[src/rtl/pwm_chan_pkg.sv]
`timescale 1ns/1ps
package pwm_chan_pkg;

    localparam int CNT_W   = 16;
    localparam int ADDR_W  = 5;
    localparam int SEL_W   = 4;
    localparam int SEL_MAX = 10;
    localparam int PRE_W   = SEL_MAX;

    localparam logic [ADDR_W-1:0] OFS_MODE   = 5'h00;
    localparam logic [ADDR_W-1:0] OFS_DUTY   = 5'h04;
    localparam logic [ADDR_W-1:0] OFS_PERIOD = 5'h08;
    localparam logic [ADDR_W-1:0] OFS_UPD    = 5'h10;

    localparam int BIT_POL = 9;
    localparam int BIT_TGT = 10;

    typedef struct packed {
        logic [SEL_W-1:0] sel;
        logic             pol;
        logic             tgt;
    } mode_t;

endpackage

[src/rtl/pwm_chan_cfg.sv]
`timescale 1ns/1ps
module pwm_chan_cfg
    import pwm_chan_pkg::*;
#(
    parameter int CNT_W_P = CNT_W
) (
    input  logic                clk,
    input  logic                rst_n,
    input  logic                wr_en,
    input  logic [ADDR_W-1:0]   wr_addr,
    input  logic [CNT_W_P-1:0]  wr_data,
    input  logic                chan_active,
    input  logic                period_edge,
    output mode_t               mode,
    output logic [SEL_W-1:0]    sel_eff,
    output logic [CNT_W_P-1:0]  duty,
    output logic [CNT_W_P-1:0]  period
);

    typedef struct packed {
        mode_t              mode;
        logic [CNT_W_P-1:0] duty;
        logic [CNT_W_P-1:0] period;
        logic [CNT_W_P-1:0] upd_val;
        logic               upd_pend;
    } cfg_t;

    cfg_t cfg_d, cfg_q;
    logic upd_wr;
    logic [CNT_W_P-1:0] upd_eff;

    always_comb begin
        cfg_d   = cfg_q;
        upd_wr  = wr_en && (wr_addr == OFS_UPD);
        upd_eff = upd_wr ? wr_data : cfg_q.upd_val;

        if (wr_en && !chan_active) begin
            case (wr_addr)
                OFS_MODE: begin
                    cfg_d.mode.sel = wr_data[SEL_W-1:0];
                    cfg_d.mode.pol = wr_data[BIT_POL];
                    cfg_d.mode.tgt = wr_data[BIT_TGT];
                end
                OFS_DUTY:   cfg_d.duty   = wr_data;
                OFS_PERIOD: cfg_d.period = wr_data;
                default: ;
            endcase
        end

        if (period_edge && (upd_wr || cfg_q.upd_pend)) begin
            if (cfg_q.mode.tgt) cfg_d.period = upd_eff;
            else                cfg_d.duty   = upd_eff;
            cfg_d.upd_pend = 1'b0;
        end else if (upd_wr) begin
            cfg_d.upd_pend = 1'b1;
            cfg_d.upd_val  = wr_data;
        end
    end

    always_ff @(posedge clk or negedge rst_n) begin
        if (!rst_n) cfg_q <= '0;
        else        cfg_q <= cfg_d;
    end

    assign mode    = cfg_q.mode;
    assign duty    = cfg_q.duty;
    assign period  = cfg_q.period;
    assign sel_eff = (cfg_q.mode.sel > SEL_W'(SEL_MAX)) ? SEL_W'(SEL_MAX) : cfg_q.mode.sel;

endmodule

[src/rtl/pwm_chan_presc.sv]
`timescale 1ns/1ps
module pwm_chan_presc
    import pwm_chan_pkg::*;
#(
    parameter int PRE_W_P = PRE_W
) (
    input  logic             clk,
    input  logic             rst_n,
    input  logic             run,
    input  logic [SEL_W-1:0] sel,
    output logic             tick
);

    logic [PRE_W_P-1:0] pre_d, pre_q;
    logic [PRE_W_P-1:0] mask;

    always_comb begin
        mask  = ~({PRE_W_P{1'b1}} << sel);
        tick  = run && (pre_q == mask);
        if (!run || tick) pre_d = '0;
        else              pre_d = pre_q + 1'b1;
    end

    always_ff @(posedge clk or negedge rst_n) begin
        if (!rst_n) pre_q <= '0;
        else        pre_q <= pre_d;
    end

endmodule

[src/rtl/pwm_chan_timebase.sv]
`timescale 1ns/1ps
module pwm_chan_timebase #(
    parameter int CNT_W_P = 16
) (
    input  logic               clk,
    input  logic               rst_n,
    input  logic               tick,
    input  logic               en_req,
    input  logic               dis_req,
    input  logic [CNT_W_P-1:0] duty,
    input  logic [CNT_W_P-1:0] period,
    input  logic               pol,
    output logic               active,
    output logic               start,
    output logic               period_edge,
    output logic               pwm,
    output logic [CNT_W_P-1:0] cnt
);

    typedef struct packed {
        logic               active;
        logic               stop_pend;
        logic               start;
        logic [CNT_W_P-1:0] cnt;
    } tb_t;

    tb_t tb_d, tb_q;
    logic wrap;
    logic level;

    always_comb begin
        wrap        = (period == '0) || (tb_q.cnt == period - CNT_W_P'(1));
        period_edge = tb_q.active && tick && wrap;

        tb_d       = tb_q;
        tb_d.start = 1'b0;
        if (!tb_q.active) begin
            if (en_req) begin
                tb_d.active    = 1'b1;
                tb_d.cnt       = '0;
                tb_d.start     = 1'b1;
                tb_d.stop_pend = 1'b0;
            end
        end else begin
            if (dis_req) tb_d.stop_pend = 1'b1;
            if (tick) begin
                if (wrap) begin
                    tb_d.cnt = '0;
                    if (tb_q.stop_pend || dis_req) begin
                        tb_d.active    = 1'b0;
                        tb_d.stop_pend = 1'b0;
                    end else begin
                        tb_d.start = 1'b1;
                    end
                end else begin
                    tb_d.cnt = tb_q.cnt + 1'b1;
                end
            end
        end

        level = tb_q.active && (period != '0) && (tb_q.cnt >= duty) && (tb_q.cnt < period);
    end

    always_ff @(posedge clk or negedge rst_n) begin
        if (!rst_n) tb_q <= '0;
        else        tb_q <= tb_d;
    end

    assign active = tb_q.active;
    assign start  = tb_q.start;
    assign cnt    = tb_q.cnt;
    assign pwm    = level ^ pol;

endmodule

[src/rtl/pwm_buffered_chan.sv]
`timescale 1ns/1ps
module pwm_buffered_chan
    import pwm_chan_pkg::*;
(
    input  logic              clk,
    input  logic              rst_n,
    input  logic              wr_en,
    input  logic [ADDR_W-1:0] wr_addr,
    input  logic [CNT_W-1:0]  wr_data,
    input  logic              en_req,
    input  logic              dis_req,
    output logic              pwm_o,
    output logic              period_start_o,
    output logic              active_o
);

    mode_t             mode_w;
    logic [SEL_W-1:0]  sel_w;
    logic [CNT_W-1:0]  duty_w;
    logic [CNT_W-1:0]  period_w;
    logic [CNT_W-1:0]  cnt_w;
    logic              tick_w;
    logic              period_edge;
    logic              pol_w;

    assign pol_w = mode_w.pol;

    pwm_chan_cfg #(.CNT_W_P(CNT_W)) i_cfg (
        .clk         (clk),
        .rst_n       (rst_n),
        .wr_en       (wr_en),
        .wr_addr     (wr_addr),
        .wr_data     (wr_data),
        .chan_active (active_o),
        .period_edge (period_edge),
        .mode        (mode_w),
        .sel_eff     (sel_w),
        .duty        (duty_w),
        .period      (period_w)
    );

    pwm_chan_presc #(.PRE_W_P(PRE_W)) i_presc (
        .clk   (clk),
        .rst_n (rst_n),
        .run   (active_o),
        .sel   (sel_w),
        .tick  (tick_w)
    );

    pwm_chan_timebase #(.CNT_W_P(CNT_W)) i_timebase (
        .clk         (clk),
        .rst_n       (rst_n),
        .tick        (tick_w),
        .en_req      (en_req),
        .dis_req     (dis_req),
        .duty        (duty_w),
        .period      (period_w),
        .pol         (pol_w),
        .active      (active_o),
        .start       (period_start_o),
        .period_edge (period_edge),
        .pwm         (pwm_o),
        .cnt         (cnt_w)
    );

endmodule

[config.mk]
export PLATFORM = sky130hd
export DESIGN_NAME = pwm_buffered_chan
export DESIGN_NICKNAME = d
export VERILOG_FILES = /design/src/rtl/pwm_chan_pkg.sv /design/src/rtl/pwm_chan_cfg.sv /design/src/rtl/pwm_chan_presc.sv /design/src/rtl/pwm_chan_timebase.sv /design/src/rtl/pwm_buffered_chan.sv
export SDC_FILE = /design/constraint.sdc
export NUM_CORES = 1
export LEC_CHECK = 0
export BUFFER_PORTS_ARGS = -buffer_cell sky130_fd_sc_hd__buf_4
export CORE_MARGIN = 10
export CORE_UTILIZATION = 55
export CTS_BUF_LIST = sky130_fd_sc_hd__clkbuf_8
export CTS_CLUSTER_DIAMETER = 40
export CTS_CLUSTER_SIZE = 20
export DETAILED_ROUTE_END_ITERATION = 6
export HOLD_SLACK_MARGIN = 0.15
export PLACE_DENSITY = 0.81
export SLEW_MARGIN = 30
export SYNTH_ARGS = -nofsm -noshare
export SYNTH_HDL_FRONTEND = slang
export SYNTH_SLANG_ARGS = --single-unit
[constraint.sdc]
create_clock -name clk -period 3 [get_ports clk]
set_input_delay 0.45 -clock clk [delete_from_list [all_inputs] [get_ports clk]]
set_output_delay 0.45 -clock clk [all_outputs]
set_load 0.03 [all_outputs]
== After elaboration in Yosys (flattened, before gate mapping) ==
Index checks and enable logic that the tools add are counted.
Operators by class
  equal/unequal tests: 6
  add/sub/neg operators: 3
  mux-type cells: 19
  shift operators: 1
  reductions and logical operators: 22
  bitwise logic cells: 3
  $lt $le $gt $ge: 3
Operators with widths (number)
  $mux 16: 6
  $mux 32: 2
  $mux 19: 3
  $add 16x1->16 const B: 1
  $eq 16x16->1: 1
  $ge 16x16->1: 1
  $logic_not 16->1: 1
  $lt 16x16->1: 1
  $reduce_bool 16->1: 1
  $sub 16x1->16 const B: 1
  $add 10x1->10 const B: 1
  $eq 10x10->1: 1
  $mux 10: 1
  $not 10->10: 1
  $shl 10x4->10 const A: 1
  $logic_and 1x1->1: 9
  $reduce_and 2->1: 3
  $eq 5x3->1 const B: 1
  $eq 5x4->1 const B: 1
  $eq 5x5->1 const B: 1
  $logic_not 5->1: 1
  $gt 4x4->1 const B: 1
  $logic_or 1x1->1: 4
  $mux 1: 4
  8 further kinds: 9
Storage, ports and cells
  register bits: 84
  logic and storage cells: 69
  output and inout port bits: 3
  input port bits: 26

== Longest topological paths before layout ==
Gate-level depths: netlist (run 1).
  depth in word-level cells: 11
  depth in mapped cells: 11
  gate-level depth less buffers: 10

== Cells and area by module ==
A second synthesis (run 1) with hierarchy kept.
Second synthesis, totals
  cells, all modules: 707
  area total of the unflattened synthesis: 6366.1 sq um
By module, submodules not included
  pwm_chan_cfg: seq. area each 1376.3 sq um, times used 1, cells each 296, area each 3030.4 sq um
  pwm_chan_timebase: seq. area each 475.5 sq um, times used 1, cells each 331, area each 2602.5 sq um
  pwm_chan_presc: seq. area each 250.2 sq um, times used 1, cells each 80, area each 733.2 sq um

== Worst setup path after synthesis (run 1) ==
Ideal clock, no wire load.
  path kind: reg-to-reg
  from: reg i_cfg.cfg_q, in the netlist i_cfg.period[6]
  to: reg i_cfg.cfg_q[14] (netlist bit)
  required time: 2.872 ns
  path slack: -0.086 ns
  path buffers: 2
  setup time: 0.128 ns
  data arrival time: 2.958 ns
  clock period less this slack: 3.086 ns
  stages on the path, launching flop included: 11
  path through: dfrtp_1 clkbuf_1 or3_1 nor4_1 nor3_1 a31oi_1 and4bb_2 o21a_1 nor2_2 buf_2 mux2_1
Between the ends
  longest elaborated chain between the ends: 7
  elaborated cells between the ends (all ways): 8
  those cells by class: add/sub: 1; eq/ne: 1; bitwise: 1; reduce/logical: 5
Ends and longest elaborated chain
  start, declared: line pwm_chan_cfg.sv:28  | cfg_t cfg_d, cfg_q;
  start signal, assigned: line pwm_chan_cfg.sv:62  | else cfg_q <= cfg_d;
  $sub 16x1->16: line pwm_chan_timebase.sv:32  | wrap = (period == '0) || (tb_q.cnt == period - CNT_W_P'(1));
  $eq 16x16->1: line pwm_chan_timebase.sv:32
  $logic_or 1x1->1 *: line pwm_chan_timebase.sv:32
  $logic_and 1x1->1 *: line pwm_chan_timebase.sv:33  | period_edge = tb_q.active && tick && wrap;
  $logic_and 1x1->1 *: line pwm_chan_cfg.sv:50  | if (period_edge && (upd_wr || cfg_q.upd_pend)) begin
  $not 1->1 (no line) *
  $reduce_and 2->1 (no line) *
Mark *: on every way between the ends. The rest lies on a longest branch, timed or not.
A chain may end at the register's enable or synchronous reset.

== Worst setup path in the final report (run 1) ==
  from: reg i_cfg.cfg_q, in the netlist i_cfg.period[3]
  to: reg i_cfg.cfg_q[7] (netlist bit)
Same word-level chain as after synthesis.

==> results of run 1 <==
-- worst reg2reg max path, stage by stage, from the launching register on --
cell and delay (ns):
dfrtp_1 0.42, buf_4 0.15, or3_4 0.39, nor4_2 0.36
nor3_1 0.12, a31oi_1 0.27, buf_4 0.19, and4bb_2 0.27
o21a_2 0.24, nor2_4 0.22, buf_12 0.18, mux2_4 0.31
-- power breakdown --
group          internal [mW]  switching [mW]  total, mW  leakage, nW
Clock                  0.427           0.485      0.912        0.111
Combinational           1.43            1.59       3.02         1.87
Sequential              1.41           0.321       1.73         1.12
Total                   3.26            2.40       5.66         3.11
-- synth_stat cells, types with 3 or more instances --
cell type	instances
mux2_1	16
o21ai_0	7
nand4b_1	3
nand3_1	12
nor4b_1	6
a211oi_1	3
xor2_1	15
nor2b_1	4
o21a_1	5
and4_1	4
nor2_1	44
nand3b_1	3
dfrtp_1	84
a221o_1	32
nor3b_1	6
nand4_1	7
clkbuf_1	12
nor4_1	10
xnor2_1	26
or3_1	4
buf_2	5
a21o_1	9
and3_1	37
a31oi_1	4
ha_1	36
inv_1	37
mux2_2	7
nand2b_1	4
nand2_1	23
a21oi_1	9
buf_6	3
nor3_1	14
-- area by class of cell --
cell class | instances | share of cell area
clock buffers | 10 | 0.02072
clock inverters | 6 | 0.01187
inverters | 37 | 0.02128
multi-input cells | 389 | 0.4924
flip-flops and latches | 84 | 0.3164
well taps | 129 | 0.02430
repair buffers | 84 | 0.1130
-- kinds of logic after synthesis --
family / after synthesis / synth area share
AOI/OAI and AO/OA: 95 / 0.1481
xor gates and xnor gates: 41 / 0.06726
adders and majority gates: 37 / 0.08624
buffers and inverters: 57 / 0.04546
DFF: 84 / 0.3937
muxes: 24 / 0.05039
and+or+nand+nor: 192 / 0.2088
-- state kept, by name, summed over array words and instances, names as in the netlist --
name,count
i_presc.pre_q,10
i_cfg.period,16
i_cfg.cfg_q,17
i_timebase.tb_q,1
i_cfg.duty,16
i_timebase.cnt,16
i_timebase.active,1
i_cfg.mode,6
i_timebase.start,1
-- what timing repair did --
action,in CTS,in global routing
gates cloned,2,0
buffers inserted,12,2
pin swaps,13,14
setup endpoints to repair,49,63
gates resized for setup,41,25
-- metal layers --
metal | wire length [microns] | track usage | up-vias
li1 | - | - | 2115
met1 | 6724 | 0.2970 | 2368
met2 | 7490 | 0.3409 | 290
met3 | 1378 | 0.05283 | 61
met4 | 636 | 0.08550 | 0
met5 | 0 | 0 | -
-- stage by stage --
stage / hold WS [ns] / cell area, sq um
global route: 0.1686 / 6643
detailed placement: 0.5084 / 5929
floorplan: 0.1544 / 5358
finish: 0.1045 / 6643
global placement: 0.5033 / 5919
CTS: 0.1586 / 6497
-- path summary, 6_finish.rpt --
path	from	to	slack, ns	depth (start not counted)
max	i_cfg.period[3]	i_cfg.cfg_q[7]	-0.24	11
min	rst_n	i_cfg.mode[5]	0.10	1
max reg2reg	i_cfg.period[3]	i_cfg.cfg_q[7]	-0.24	11
min reg2reg	i_cfg.cfg_q[10]	i_cfg.cfg_q[10]	0.54	1
max in group asynchronous	rst_n	i_timebase.cnt[0]	2.36	1
min in group clk	wr_data[8]	i_cfg.cfg_q[9]	0.32	2
==> flow_summary.json, run 1 <==
{
  "most-common-layout-cells": "84 x dfrtp_1, 68 x buf_4, 44 x nor2_1",
  "setup_viol": 65,
  "initial_core_utilization": 0.5724,
  "worst-path-buf-inv": 3,
  "syn_inst": 530,
  "regArea_sq_mm": 0.002102,
  "grt_first_pass_wirelength_microns": 25770,
  "multi_input_comb_area_sq_mm": 0.003271,
  "critPathRequiredTime_ns": 3.26,
  "share_of_the_clock_period_used_by_the_worst_path_after_layout": 1.080,
  "place.port_buffers": 28,
  "synth_area_sq_mm": 0.005339,
  "post-layout-total-power_mw": 5.662,
  "fmax_mhz": 308.6,
  "worstPathCellList": "buf_4, or3_4, nor4_2, nor3_1, a31oi_1, buf_4, and4bb_2, o21a_2, nor2_4, buf_12, mux2_4",
  "dieArea_sq_mm": 0.01405,
  "syn_avg_cell_area_sq_um": 10.07,
  "timing.critical_path.arrival_ns": 3.50,
  "endpoint_kind": "flip-flop",
  "maxSlewViolCount": 0,
  "gr-total-overflow": 0,
  "rsz0062_at_grt": "yes",
  "synth_fp_nets": 592,
  "crit_path_top_delay_cell": "dfrtp_1",
  "place.detailed.instances": 707,
  "synthDominantCellAreaShare": 0.3937,
  "place_worst_setup_slack_ns": -0.2750,
  "finalHoldViolations": 0,
  "count_of_vias_placed_by_the_detailed_router": 4834,
  "largest_net_degree_at_the_start_of_global_routing": 85,
  "wire_length_after_detailed_routing_microns": 16230,
  "design.portCount": 29,
  "antenna_left": 0,
  "finalSetupTns_ns": -11.37,
  "cellPowerDensity_mw_per_mm2": 852.4,
  "ys.warnings.count": 0,
  "leading_area_contributor_after_synthesis": "dfrtp_1",
  "synth-async-reset-ratio": 1.000,
  "syn2layout_area_growth_pct": 24.42,
  "clk_transition_reported_paths_ns": 0.10,
  "clock-root-buffer": "clkbuf_8",
  "finalCriticalPeriod_ns": 3.241,
  "routed_via_density": 6.541,
  "floorplan.die.width_microns": 118.5,
  "synth-main-ff-cell": "dfrtp_1",
  "cts_hold_buf": 0,
  "critical-path-max-stage-delay_ns": 0.42,
  "tritoncts_num_sinks": 84,
  "antenna_found_initial": 0,
  "static-leakage-power_nw": 3.106,
  "violations": "negative setup slack",
  "gp_weighted_congestion": 0.9678,
  "layout.nets": 667,
  "worst_slew_margin_rel": 0.4684,
  "cts.htree.levels": 3,
  "synth_seq_area_share": 0.3937,
  "dpl.hpwl_microns": 10090,
  "setup_slack_ns": -0.2408,
  "synth.lib_cells_used.distinct": 63,
  "drtIter0Drc": 532,
  "ys_ff_latch": 84,
  "synth-edff-count": 0,
  "post-route-drc-count": 0,
  "worstSkewPairLatency_ns": 0.38,
  "die_height_microns": 118.5,
  "max-vdd-ir-drop_mv": 0.4975,
  "skew_ns": 0.01060,
  "antenna_cells": 0,
  "post-route-util": 0.7121,
  "critPathTopFamily": "simple AND/OR/NAND/NOR gates",
  "vias_in_the_first_global_route": 4886,
  "nFillCells": 590,
  "clock_tree_from_tritoncts": "built",
  "worst-slew-pin-transition_ns": 0.7950,
  "rows": 35,
  "finish.cell_count_without_fillers": 739,
  "routedWlPerCell_microns": 21.96,
  "crit_type": "reg2reg",
  "path_common_cell": "buf_4",
  "crit_path_start_kind": "flip-flop",
  "cts_max_path_buffers": 2,
  "outcome": "complete, but fails checks",
  "all_layer_global_routing_usage": 0.2224,
  "mostFrequentLayoutCell": "dfrtp_1",
  "netlist_top_cells_area": "dfrtp_1 39%, ha_1 8.4%, a221o_1 6.0%",
  "timing.critical_path.fanout_max": 7,
  "cts-buffers-inserted": 9,
  "drtPass1Iterations": 5,
  "worst_hold_path_type": "in2async",
  "layout-drive-gt1-share": 0.2787,
  "cap_viol_max_count": 0,
  "core_area_sq_mm": 0.009328
}
Note: power is estimated with default switching activity, not from simulation.
==> run 2: changes to the inputs <==
- RECOVER_POWER: not set -> 50
==> run 2 against run 1 <==
Net effect:
- the flow finishes with violations (max-capacitance violations, max-slew violations, negative setup slack)
- routed wire length about the same
- worst hold slack better by 0.22 ns
- sequential share of layout area about the same
- core utilization down 0.067 points
- via count down 0.19%
- cell count unchanged
- die area unchanged
- critical path type unchanged
- critical endpoint unchanged
==> flow_summary.json, run 2 (synthesis gave the netlist of run 1 again) <==
{
  "static-leakage-power_nw": 3.104,
  "cts_hold_buf": 0,
  "outcome": "complete, but fails checks",
  "setup_viol": 65,
  "layout-drive-gt1-share": 0.2787,
  "grt_first_pass_wirelength_microns": 25770,
  "antenna_left": 0,
  "routed_via_density": 6.529,
  "gp_weighted_congestion": 0.9678,
  "cts-buffers-inserted": 9,
  "largest_reg_flops": 17,
  "die_height_microns": 118.5,
  "violations": "max-capacitance violations, max-slew violations, negative setup slack",
  "tritoncts_num_sinks": 84,
  "setup_slack_ns": -0.2428,
  "finalCriticalPeriod_ns": 3.243,
  "timing.critical_path.fanout_max": 7,
  "max-vdd-ir-drop_mv": 0.4974,
  "largest_register": "i_cfg.cfg_q",
  "critPathRequiredTime_ns": 3.26,
  "routedWlPerCell_microns": 21.97,
  "largest_net_degree_at_the_start_of_global_routing": 85,
  "layout.nets": 667,
  "cellPowerDensity_mw_per_mm2": 853.2,
  "post-layout-total-power_mw": 5.662,
  "post-route-drc-count": 0,
  "crit_path_start_kind": "flip-flop",
  "most-common-layout-cells": "84 x dfrtp_1, 68 x buf_4, 44 x nor2_1",
  "worst_slew_margin_rel": -0.3924,
  "rows": 35,
  "endpoint_kind": "flip-flop",
  "skew_ns": 0.009532,
  "cts.htree.levels": 3,
  "vias_in_the_first_global_route": 4886,
  "rsz0062_at_grt": "yes",
  "finalSetupTns_ns": -11.23,
  "share_of_the_clock_period_used_by_the_worst_path_after_layout": 1.081,
  "worst_hold_path_type": "in2reg",
  "drtIter0Drc": 532,
  "antenna_cells": 0,
  "mostFrequentLayoutCell": "dfrtp_1",
  "worst_hold_slack_ns": 0.3214,
  "clock_tree_from_tritoncts": "built",
  "finalHoldViolations": 0,
  "core_area_sq_mm": 0.009328,
  "drtPass1Iterations": 5,
  "cts_max_path_buffers": 2,
  "finish.cell_count_without_fillers": 739,
  "worst-slew-pin-transition_ns": 2.089,
  "antenna_found_initial": 0,
  "place.port_buffers": 28,
  "timing.critical_path.arrival_ns": 3.50,
  "crit_type": "reg2reg",
  "fmax_mhz": 308.4,
  "initial_core_utilization": 0.5724,
  "gr-total-overflow": 0,
  "design.portCount": 29,
  "clock-root-buffer": "clkbuf_8",
  "syn2layout_area_growth_pct": 24.30,
  "floorplan.die.width_microns": 118.5,
  "worstSkewPairLatency_ns": 0.38,
  "count_of_vias_placed_by_the_detailed_router": 4825,
  "cap_viol_max_count": 1,
  "clk_transition_reported_paths_ns": 0.10,
  "place.detailed.instances": 707,
  "dpl.hpwl_microns": 10090,
  "dieArea_sq_mm": 0.01405,
  "all_layer_global_routing_usage": 0.2224,
  "wire_length_after_detailed_routing_microns": 16230,
  "maxSlewViolCount": 85
}
## run 2: cell count changes in the layout (fill, tap and decap cells not counted)
cell / previous run / this run
buf_6: 10 / 9
clkbuf_2: 0 / 1
## run 2: power by group
| part | leakage, nW | internal, mW | switching [mW] | total (mW) |
|---|---|---|---|---|
| combinational | 1.87 | 1.43 | 1.59 | 3.02 |
| clock | 0.111 | 0.427 | 0.485 | 0.912 |
| sequential | 1.12 | 1.41 | 0.322 | 1.73 |
## run 2: area by class of cell
class / instances / area, sq um
Sequential cell: 84 / 2102
Clock buffer: 10 / 137.6
Fill cell: 591 / 2691
Tap cell: 129 / 161.4
Multi-Input combinational cell: 389 / 3271
Timing Repair Buffer: 84 / 744.5
Clock inverter: 6 / 78.83
Inverter: 37 / 141.4
## run 2: what timing repair did
item                                    in CTS  in global routing
endpoints found under the setup margin      49                 63
pin swaps                                   13                 14
gates resized for setup                     41                 25
gates cloned                                 2                  0
setup buffers                               12                  2
## run 2: worst max-delay path, stage by stage (launching register included)
cell,delay (ns)
dfrtp_1,0.42
buf_4,0.15
or3_4,0.39
nor4_2,0.36
nor3_1,0.12
a31oi_1,0.27
buf_4,0.19
and4bb_2,0.27
o21a_2,0.24
nor2_4,0.22
buf_12,0.18
mux2_4,0.31
## run 2: worst paths after layout
path,startpoint,to,slack [ns],cells after the start
setup / recovery,i_cfg.period[3],i_cfg.cfg_q[7],-0.24,11
hold / removal,wr_data[8],i_cfg.cfg_q[9],0.32,2
setup reg to reg,i_cfg.period[3],i_cfg.cfg_q[7],-0.24,11
hold reg to reg,i_cfg.cfg_q[10],i_cfg.cfg_q[10],0.54,1
max in group asynchronous,rst_n,i_timebase.cnt[9],1.10,1
min in group asynchronous,rst_n,i_cfg.mode[5],0.66,1
## run 2: through the flow
stage          setup WS, ns  utilization  cell area (sq um)
2_1_floorplan      -0.02865            -               5358
3_3_place_gp        -0.1629       0.6346               5919
3_5_place_dp        -0.2750       0.6357               5929
4_1_cts             -0.1655       0.6966               6497
5_1_grt             -0.3078       0.7115               6636
6_report            -0.2428       0.7115               6636
## run 2: layer usage
metal	global-route usage	vias to the layer above	wire length (microns)	share of wire
met5	0	-	0	0
met4	0.08550	0	651	0.040
met3	0.05283	65	1372	0.085
met2	0.3409	292	7464	0.46
met1	0.2970	2353	6747	0.42
li1	-	2115	-	-
==> run 3: changes to the inputs <==
- CORE_MARGIN: 10 -> 2
- GPL_TIMING_DRIVEN: not set -> 0
- REMOVE_ABC_BUFFERS: not set -> 1
==> run 3 against run 2 <==
Net effect:
- the flow still finishes with violations (max-capacitance violations, max-slew violations, negative setup slack)
- design area shrank 0.89%
- critical path depth decreased by 2
- sequential power is essentially flat
- register-to-register slack improved by 0.17 ns
- combinational power up 4%
- clock power up 3.1%
- worst hold slack hardly changed
- maximum frequency grew 5.5%
- setup slack improved by 0.17 ns
- non-clock buffer count down 22
- first-iteration DRC count decreased by 39%
- sequential share of layout area up 0.59 points
- critical path type unchanged
- critical endpoint is now i_cfg.cfg_q[3]
- largest cell class unchanged
==> flow_summary.json, run 3 (synthesis gave the netlist of run 1 again) <==
{
  "endpoint_kind": "flip-flop",
  "crit_type": "reg2reg",
  "antenna_found_initial": 0,
  "routed_via_density": 6.405,
  "place.port_buffers": 28,
  "tritoncts_num_sinks": 84,
  "post-route-util": 0.7052,
  "critPathRequiredTime_ns": 3.26,
  "outcome": "complete, but fails checks",
  "worst_slew_margin_rel": -0.4272,
  "dieArea_sq_mm": 0.01051,
  "initial_core_utilization": 0.5724,
  "clk_transition_reported_paths_ns": 0.10,
  "gr-total-overflow": 0,
  "crit_path_start_kind": "flip-flop",
  "crit_path_top_delay_cell": "or4_4",
  "critical-path-max-stage-delay_ns": 0.58,
  "all_layer_global_routing_usage": 0.2878,
  "timing.critical_path.fanout_max": 8,
  "cap_viol_max_count": 1,
  "setup_viol": 28,
  "skew_ns": 0.01148,
  "grt_first_pass_wirelength_microns": 23180,
  "rows": 35,
  "worst-slew-pin-transition_ns": 2.141,
  "most-common-layout-cells": "68 x dfrtp_1, 53 x buf_4, 43 x nor2_1",
  "largest_net_degree_at_the_start_of_global_routing": 85,
  "cts_max_path_buffers": 2,
  "gp_weighted_congestion": 0.9059,
  "drtPass1Iterations": 5,
  "worstSkewPairLatency_ns": 0.37,
  "post-route-drc-count": 0,
  "worstPathCellList": "or4_4, nor4_4, mux2i_1, or4_4, and4bb_4, o21a_4, nor2_4, clkbuf_16, mux2_4",
  "fmax_mhz": 325.4,
  "count_of_vias_placed_by_the_detailed_router": 4586,
  "rrSetupSlack_ns": -0.07,
  "clock-root-buffer": "clkbuf_8",
  "antenna_left": 0,
  "core_area_sq_mm": 0.009328,
  "finalHoldViolations": 0,
  "cts.htree.levels": 3,
  "place_worst_setup_slack_ns": -0.7298,
  "static-leakage-power_nw": 3.007,
  "design.portCount": 29,
  "violations": "max-capacitance violations, max-slew violations, negative setup slack",
  "rsz0062_at_grt": "yes",
  "worst_hold_slack_ns": 0.3216,
  "cellPowerDensity_mw_per_mm2": 882.8,
  "maxSlewViolCount": 85,
  "mostFrequentLayoutCell": "dfrtp_1",
  "finalCriticalPeriod_ns": 3.073,
  "worst_hold_path_type": "in2reg",
  "cts-buffers-inserted": 9,
  "post-layout-total-power_mw": 5.807,
  "routedWlPerCell_microns": 20.63,
  "largest_register": "i_cfg.cfg_q",
  "syn2layout_area_growth_pct": 23.20,
  "layout.nets": 645,
  "share_of_the_clock_period_used_by_the_worst_path_after_layout": 1.024,
  "floorplan.die.width_microns": 102.5,
  "largest_reg_flops": 17,
  "antenna_cells": 0,
  "die_height_microns": 102.5,
  "wire_length_after_detailed_routing_microns": 14770,
  "setup_slack_ns": -0.07287,
  "clock_tree_from_tritoncts": "built",
  "vias_in_the_first_global_route": 4573,
  "max-vdd-ir-drop_mv": 0.4291,
  "drtIter0Drc": 323,
  "timing.critical_path.arrival_ns": 3.33,
  "worst-path-buf-inv": 1,
  "dpl.hpwl_microns": 9081,
  "path_common_cell": "or4_4",
  "critPathTopFamily": "simple AND/OR/NAND/NOR gates",
  "layout-drive-gt1-share": 0.2896
}
run 3: cell count changes in the layout (fill, tap and decap cells not counted), sizes merged:
| cell | before | now |
|---|---|---|
| buf | 83 | 60 |
| bufinv | 1 | 2 |
| clkinvlp | 0 | 1 |
| inv | 41 | 39 |
run 3: area by class of cell:
cell class	instances	area, sq um
tap	129	161.4
fill	632	2750
sequential	84	2122
timing repair buffer	62	559.3
clock inverter	6	96.34
inverter	37	141.4
multi-input combinational	389	3373
clock buffer	9	123.9
run 3: worst paths after layout:
| check | start | to | cells past startpoint |
|---|---|---|---|
| max | i_cfg.period[2] | i_cfg.cfg_q[3] | 9 |
| min | wr_data[8] | i_cfg.period[8] | 2 |
| max reg2reg | i_cfg.period[2] | i_cfg.cfg_q[3] | 9 |
| min reg2reg | i_cfg.cfg_q[16] | i_cfg.period[15] | 1 |
| max in group asynchronous | rst_n | i_cfg.period[2] | 1 |
| min in group asynchronous | rst_n | i_timebase.start | 1 |
run 3: routing by layer:
| metal | share of wire | routed length (microns) | GRT usage |
|---|---|---|---|
| met2 | 0.48 | 7030 | 0.4550 |
| met1 | 0.43 | 6375 | 0.3931 |
| met5 | 0 | 0 | 0 |
| met4 | 0.026 | 389 | 0.1179 |
| met3 | 0.066 | 974 | 0.05288 |
run 3: worst register-to-register path: cells and delay by family (launching register included):
family	cells	cell delay, ns
simple gates	5	1.74
flops	1	0.44
mux	2	0.43
buf+inv	1	0.19
compound gates	1	0.18
run 3: timing repair:
action                                  in CTS  in global routing
gates resized for setup                     44                 47
cloned                                       0                  1
pin swaps                                   19                 11
setup buffers                               25                  8
endpoints found under the setup margin      63                 65
hold endpoints to repair                     0                  0
hold buffers                                 0                  0
run 3: power by group:
part | leakage (nW) | switching (mW) | internal, mW
Sequential | 1.10 | 0.317 | 1.41
Combinational | 1.80 | 1.67 | 1.46
Clock | 0.108 | 0.465 | 0.475
Total | 3.01 | 2.45 | 3.35
run 3: metrics by stage:
step	setup TNS [ns]	cell area, sq um	std cells
2_1_floorplan	-3.776	5235	510
3_3_place_gp	-35.01	5607	667
3_5_place_dp	-32.47	5624	667
4_1_cts	-0.3640	6272	707
5_1_grt	-3.279	6578	716
6_report	-0.9655	6578	716
